[config.mk]
export PLATFORM = sky130hd
export DESIGN_NAME = bus_arb3
export DESIGN_NICKNAME = d
export VERILOG_FILES = /design/src/rtl/arb_pkg.sv /design/src/rtl/arb_pick.sv /design/src/rtl/arb_decide.sv /design/src/rtl/bus_arb3.sv
export SDC_FILE = /design/constraint.sdc
export NUM_CORES = 1
export LEC_CHECK = 0
export BUFFER_PORTS_ARGS = -buffer_cell sky130_fd_sc_hd__buf_2
export CAP_MARGIN = 20
export CORE_AREA = 5 5 42 44
export CTS_CLUSTER_SIZE = 28
export DETAILED_ROUTE_END_ITERATION = 6
export DIE_AREA = 0 0 47 49
export PLACE_DENSITY = 0.59
export RECOVER_POWER = 100
export SLEW_MARGIN = 20
export SYNTH_ARGS = -nofsm -noshare
export SYNTH_HDL_FRONTEND = slang
export SYNTH_SLANG_ARGS = --single-unit
[constraint.sdc]
create_clock -name clk -period 2.4 [get_ports clk]
set_input_delay 0.72 -clock clk [delete_from_list [all_inputs] [get_ports clk]]
set_output_delay 0.72 -clock clk [all_outputs]
set_load 0.05 [all_outputs]
[src/rtl/arb_pkg.sv]
package arb_pkg;
  // Arbiter phase: normal ownership or the single idle clock.
  typedef enum logic {
    PH_OWNED = 1'b0,
    PH_DEAD  = 1'b1
  } arb_phase_e;
endpackage

[src/rtl/arb_pick.sv]
// Fixed-priority one-hot picker. low index wins when high_first = 0,
// high index wins when high_first = 1.
module arb_pick #(
  parameter int N_MASTERS = 3
) (
  input  logic [N_MASTERS-1:0] vec,
  input  logic                 high_first,
  output logic [N_MASTERS-1:0] win
);
  logic [N_MASTERS-1:0] win_lo;
  logic [N_MASTERS-1:0] win_hi;

  genvar g;
  generate
    for (g = 0; g < N_MASTERS; g++) begin : g_rank
      if (g == 0) begin : g_first
        assign win_lo[g] = vec[g];
      end else begin : g_rest
        assign win_lo[g] = vec[g] & ~(|vec[g-1:0]);
      end
      if (g == N_MASTERS-1) begin : g_top
        assign win_hi[g] = vec[g];
      end else begin : g_below
        assign win_hi[g] = vec[g] & ~(|vec[N_MASTERS-1:g+1]);
      end
    end
  endgenerate

  assign win = high_first ? win_hi : win_lo;
endmodule

[src/rtl/arb_decide.sv]
// Combinational decision taken at an arbitration point.
module arb_decide #(
  parameter int N_MASTERS = 3,
  parameter int PARK_IDX  = N_MASTERS - 1
) (
  input  logic [N_MASTERS-1:0] req,
  input  logic [N_MASTERS-1:0] owner,
  input  logic                 prio_sel,
  input  logic                 hold,
  output logic [N_MASTERS-1:0] next_grant,
  output logic [N_MASTERS-1:0] live_grant,
  output logic                 go_dead
);
  localparam logic [N_MASTERS-1:0] PARK = N_MASTERS'(1) << PARK_IDX;

  logic [N_MASTERS-1:0] cand;
  logic [N_MASTERS-1:0] live_win;
  logic [N_MASTERS-1:0] cand_win;
  logic                 owner_idle;
  logic                 others_req;

  assign cand = hold ? (req | owner) : req;

  arb_pick #(.N_MASTERS(N_MASTERS)) u_live (
    .vec(req), .high_first(prio_sel), .win(live_win)
  );
  arb_pick #(.N_MASTERS(N_MASTERS)) u_cand (
    .vec(cand), .high_first(prio_sel), .win(cand_win)
  );

  assign owner_idle = ~(|(req & owner));
  assign others_req = |(req & ~owner);
  assign live_grant = (|req) ? live_win : PARK;

  always_comb begin
    go_dead    = 1'b0;
    next_grant = live_grant;
    if (hold) begin
      if ((cand_win == owner) && owner_idle && others_req) begin
        go_dead    = 1'b1;
        next_grant = '0;
      end else if (|cand) begin
        next_grant = cand_win;
      end
    end
  end
endmodule

[src/rtl/bus_arb3.sv]
module bus_arb3 #(
  parameter int N_MASTERS = 3,
  parameter int PARK_IDX  = N_MASTERS - 1
) (
  input  logic                 clk,
  input  logic                 rst,
  input  logic [N_MASTERS-1:0] req,
  input  logic                 bus_done,
  input  logic                 prio_cpu_first,
  input  logic                 hold_owner,
  output logic [N_MASTERS-1:0] grant
);
  import arb_pkg::*;

  localparam logic [N_MASTERS-1:0] PARK = N_MASTERS'(1) << PARK_IDX;

  arb_phase_e           phase_q;
  logic [N_MASTERS-1:0] grant_q;
  logic [N_MASTERS-1:0] next_grant;
  logic [N_MASTERS-1:0] live_grant;
  logic                 go_dead;

  arb_decide #(.N_MASTERS(N_MASTERS), .PARK_IDX(PARK_IDX)) u_decide (
    .req        (req),
    .owner      (grant_q),
    .prio_sel   (prio_cpu_first),
    .hold       (hold_owner),
    .next_grant (next_grant),
    .live_grant (live_grant),
    .go_dead    (go_dead)
  );

  always_ff @(posedge clk) begin
    if (rst) begin
      phase_q <= PH_OWNED;
      grant_q <= PARK;
    end else if (phase_q == PH_DEAD) begin
      phase_q <= PH_OWNED;
      grant_q <= live_grant;
    end else if (bus_done) begin
      phase_q <= go_dead ? PH_DEAD : PH_OWNED;
      grant_q <= next_grant;
    end
  end

  assign grant = grant_q;
endmodule

==> results.cfg, run 1 <==
[status]
status = complete, no violations

[synth]
synth_fa_ha_area_share_pct = 0
synth_seq_cells = 4
yosys_warnings = 0
netlist_area_sq_um = 479.2
synth_top_area_share_pct = 16.71
synth-simple-area-share_pct = 34.99
synthCells = 59
synth-compound-area-share_pct = 35.77
synth.distinct_cells = 30
synth_top_family_by_area = compound AO/OA/AOI/OAI gates
synth_area_leaders = dfxtp_1 17%, a21oi_1 6.3%, a2111oi_4 5.7%
synth_xor_area_share_pct = 0
synth_top_cell_by_area = dfxtp_1
synth_mux_area_share_pct = 2.089
ys_seq_area_share_pct = 16.71
avgSynthCellArea_sq_um = 8.122
synth.net_count = 67

[grt]
antenna_found_initial = 0
grt_pass1_wl_mm = 1.952
grt_overflow = 0
grt_usage_pct = 11.18
grt_max_degree = 13
grt_pass1_vias = 445

[detailed_routing]
wl_met1_um = 507
drtIter0Drc = 14
top_signal_layer_used = met3
wl_met2_um = 580
drc = 0
wirelength_mm = 1.138
dr.pass1.iters = 4
wire_per_inst_um = 13.39
via_per_inst = 5.647
wl_met3_um = 50
num_vias = 480
ant_nets = 0

[layout]
final_cell_mix = 7 x nor2_1, 6 x a21oi_1, 6 x buf_2
n_antenna_cell = 0
synthToLayoutAreaGrowth_pct = 8.355
drive_above_1_share_pct = 28.99
final_common_cell = nor2_1
nNetsFinal = 79

[run]
drv_cap = 0

[floorplanning]
start_util_pct = 34.20
die_h_um = 49
core-area_sq_um = 1401
num_io_pins = 11
fp.dieW_um = 47
row_count = 14
dieArea_sq_um = 2303

[sta]
rsz0062_at_grt = false
max_freq_mhz = 459.1
maxSlewHeadroom_pct = 60.59
setup_viol = 0
worst_pin_slew_ns = 0.5862
period_share_pct = 90.76
finalMaxSlewViolations = 0
clock_skew_ns = 0.002728
totalNegativeSetupSlack_ns = 0
fin_crit_ns = 2.178
hold_viol = 0

[clock_network]
numCtsBuffers = 3
post-cts-setup-buffers = 0
cts_max_path_buffers = 2
clk_pin_slew_ns = 0.04
cts_num_sinks = 4
cts_root_buffer = clkbuf_4
insertion_delay_ns = 0.23
cts_tree = yes
hold_buffers = 0
cts_max_level = 1
cts_resized = 0

[setup_path]
critPathMaxFanout = 8
cp_cell_sequence = clkbuf_2 > nor4_1 > o32ai_1 > or4_4 > a2111oi_4 > o31ai_1
cp_slowest_cell = or4_4
critPathKind = input port to flip-flop
worst_path_largest_cell_delay_ns = 0.55
crit_arrival_ns = 2.28
crit_buf_inv = 1
required_ns = 2.50
cp_top_family = simple AND/OR/NAND/NOR gates
end_kind = flip-flop
crit_path_start_kind = input port

[power_and_ir_drop]
p_per_area_nw_per_um2 = 465.5
total_power_mw = 0.2417
ir_worst_vdd_mv = 0.2901
leakage_nw = 0.1955

[placement]
dp_hpwl_um = 828.2
portBuffers = 10
place_congestion = 0.8828

[hold_path]
min_path_type = flip-flop to flip-flop
==> power breakdown <==
group | internal, mW | switching [mW] | total (mW) | leakage [nW]
sequential | 0.0703 | 0.00851 | 0.0788 | 0.0327
clock | 0.0559 | 0.0270 | 0.0829 | 0.0138
combinational | 0.0327 | 0.0473 | 0.0800 | 0.149
total | 0.159 | 0.0828 | 0.242 | 0.196
==> path summary, 6_finish.rpt <==
check                              from               endpoint  slack [ns]  cells after the start
setup / recovery                 req[2]  grant[2]$_SDFFE_PP1P_        0.22                      6
hold / removal       phase_q$_SDFF_PP0_  grant[0]$_SDFFE_PP0P_        0.58                      2
setup reg to reg  grant[1]$_SDFFE_PP0P_  grant[2]$_SDFFE_PP1P_        0.39                      5
hold reg to reg      phase_q$_SDFF_PP0_  grant[0]$_SDFFE_PP0P_        0.58                      2
==> layout make-up <==
cell class / instances / area [sq um]
Clock buffer: 3 / 22.52
Fill cell: 167 / 882.1
Multi-Input combinational cell: 51 / 342.8
Sequential cell: 4 / 80.08
Tap cell: 16 / 20.02
Timing Repair Buffer: 11 / 53.80
==> metal layers <==
| layer | track usage (%) | up-vias |
|---|---|---|
| met5 | 0 | - |
| met4 | 1.382 | 0 |
| met3 | 4.428 | 0 |
| met2 | 17.65 | 14 |
| met1 | 14.44 | 224 |
| li1 | - | 242 |
==> flip-flops by register name, summed over array words and instances (netlist names) <==
name / count
grant: 3
phase_q: 1
==> cells by family after synthesis <==
| family | count (synthesis) |
|---|---|
| and+or+nand+nor | 27 |
| AOI/OAI and AO/OA | 23 |
| muxes | 1 |
| DFF | 4 |
| buffers and inverters | 4 |
==> worst register-to-register path: stages (launching register included) <==
cell and delay (ns):
dfxtp_1 0.41, nor4_1 0.30, o32ai_1 0.13, or4_4 0.55, a2111oi_4 0.38, o31ai_1 0.13
==> stage by stage <==
stage,util (%),hold WS (ns),cells,setup slack [ns],instance area [sq um]
after CTS,37.77,0.5812,85,0.2692,529.3
after global placement,36.16,0.5766,82,0.04227,506.7
after global routing,37.05,0.6304,85,0.1020,519.2
final,37.05,0.5760,85,0.2217,519.2
after floorplan,-,0.5269,59,0.1875,479.2
after detailed placement,36.16,0.5764,82,0.02360,506.7
==> synth_stat cells <==
cell / number
nor2_1: 7
a21oi_1: 6
dfxtp_1: 4
o21ai_0: 4
and2b_2: 3
nand2_1: 3
a211oi_1: 2
and3b_1: 2
buf_6: 2
clkbuf_8: 2
nand3_1: 2
nand3b_1: 2
nor3_1: 2
o31ai_1: 2
a2111oi_4: 1
a21bo_2: 1
a21boi_0: 1
a21o_2: 1
a2bb2oi_1: 1
a31oi_1: 1
mux2i_1: 1
nand2b_1: 1
nor2b_1: 1
nor4_2: 1
o21a_1: 1
o22ai_1: 1
o32ai_1: 1
or2_2: 1
or2b_2: 1
or4_4: 1
(Power assumes the default switching activity.)
==> run 2: changes to the inputs <==
Settings changed: CTS_BUF_LIST set to sky130_fd_sc_hd__clkbuf_8.
==> results.cfg, run 2 (synthesis gave the netlist of run 1 again) <==
[grt]
antenna_found_initial = 0
grt_usage_pct = 10.77
grt_pass1_wl_mm = 1.876
grt_overflow = 0
grt_max_degree = 13
grt_pass1_vias = 435

[clock_network]
post-cts-setup-buffers = 0
cts_max_level = 1
cts_num_sinks = 4
cts_resized = 0
clk_pin_slew_ns = 0.03
cts_max_path_buffers = 2
cts_tree = yes
hold_buffers = 0
insertion_delay_ns = 0.21
numCtsBuffers = 3
cts_root_buffer = clkbuf_8

[detailed_routing]
dr.pass1.iters = 4
wire_per_inst_um = 13.07
num_vias = 469
ant_nets = 0
drtIter0Drc = 8
drc = 0
wirelength_mm = 1.111
via_per_inst = 5.518

[floorplanning]
die_h_um = 49
core-area_sq_um = 1401
fp.dieW_um = 47
row_count = 14
dieArea_sq_um = 2303
num_io_pins = 11
start_util_pct = 34.20

[layout]
final_cell_mix = 7 x nor2_1, 6 x a21oi_1, 6 x buf_2
largest_reg_flops = 3
synthToLayoutAreaGrowth_pct = 12.27
seq_area_sq_um = 80.08
n_antenna_cell = 0
drive_above_1_share_pct = 28.99
final_cell_count_no_fill = 85
nNetsFinal = 79
multi_input_area_sq_um = 342.8
final_common_cell = nor2_1
fill_cells = 163

[sta]
max_freq_mhz = 455.4
finalMaxSlewViolations = 0
fin_crit_ns = 2.196
worst_pin_slew_ns = 0.5862
totalNegativeSetupSlack_ns = 0
hold_viol = 0
clock_skew_ns = 0.002656
period_share_pct = 91.50
maxSlewHeadroom_pct = 60.59
rsz0062_at_grt = false
setup_viol = 0

[setup_path]
crit_path_start_kind = input port
end_kind = flip-flop
crit_arrival_ns = 2.28
critPathMaxFanout = 8
required_ns = 2.48
r2r_start = grant[1]$_SDFFE_PP0P_
r2r-end = grant[2]$_SDFFE_PP1P_
reg2regPathDepth = 5
critPathKind = input port to flip-flop
rrSetupSlack_ns = 0.40

[placement]
place_congestion = 0.8828
portBuffers = 10
dp.cells = 82
dp_hpwl_um = 828.2

[power_and_ir_drop]
p_per_area_nw_per_um2 = 546.9
ir_worst_vdd_mv = 0.3540
leakage_nw = 0.2033

[hold_path]
hold_path_depth = 2
hp-start = phase_q$_SDFF_PP0_
worstHoldEndpoint = grant[0]$_SDFFE_PP0P_
min_path_type = flip-flop to flip-flop

[status]
status = complete, no violations

[run]
drv_cap = 0
-- run 2: metal layers --
| layer | GRT usage (%) | routed length, um | vias up |
|---|---|---|---|
| li1 | - | - | 245 |
| met5 | 0 | 0 | - |
| met4 | 1.382 | 0 | 0 |
| met2 | 16.52 | 536 | 9 |
| met3 | 4.428 | 29 | 0 |
| met1 | 14.25 | 545 | 215 |
-- run 2: stage by stage --
stage	power, mW	cell area (sq um)	hold WS [ns]	setup slack (ns)	utilization (%)
detailed placement	0.1606	506.7	0.5764	0.02360	36.16
global route	0.3167	538.0	0.6284	0.07887	38.39
CTS	0.3001	548.0	0.5796	0.2530	39.11
finish	0.2942	538.0	0.5777	0.2040	38.39
global placement	0.1606	506.7	0.5766	0.04227	36.16
floorplan	0.1445	479.2	0.5269	0.1875	-
-- run 2: worst max-delay path by stage --
| stage | startpoint | end | slack, ns | depth (start not counted) |
|---|---|---|---|---|
| 6_report | req[2] | grant[2]$_SDFFE_PP1P_ | 0.20 | 6 |
| 5_1_grt | req[2] | phase_q$_SDFF_PP0_ | 0.08 | 6 |
| 4_1_cts | req[2] | phase_q$_SDFF_PP0_ | 0.25 | 6 |
| 3_5_place_dp | req[2] | grant[2]$_SDFFE_PP1P_ | 0.02 | 6 |
| 3_3_place_gp | req[2] | grant[2]$_SDFFE_PP1P_ | 0.04 | 6 |
| 2_1_floorplan | req[1] | phase_q$_SDFF_PP0_ | 0.19 | 6 |
-- run 2: cell type report --
| cell class | instances | area share (%) |
|---|---|---|
| repair buffers | 11 | 10.00 |
| multi-input cells | 51 | 63.72 |
| flip-flops and latches | 4 | 14.88 |
| well taps | 16 | 3.721 |
| clock buffers | 3 | 7.674 |
-- run 2: power breakdown --
part	switching, mW	internal [mW]
combinational	0.0470	0.0327
sequential	0.00820	0.0705
clock	0.0294	0.106
-- run 2: critical path, stage by stage --
cell	delay, ns
clkbuf_2	0.14
nor4_1	0.24
o32ai_1	0.13
or4_4	0.55
a2111oi_4	0.38
o31ai_1	0.12
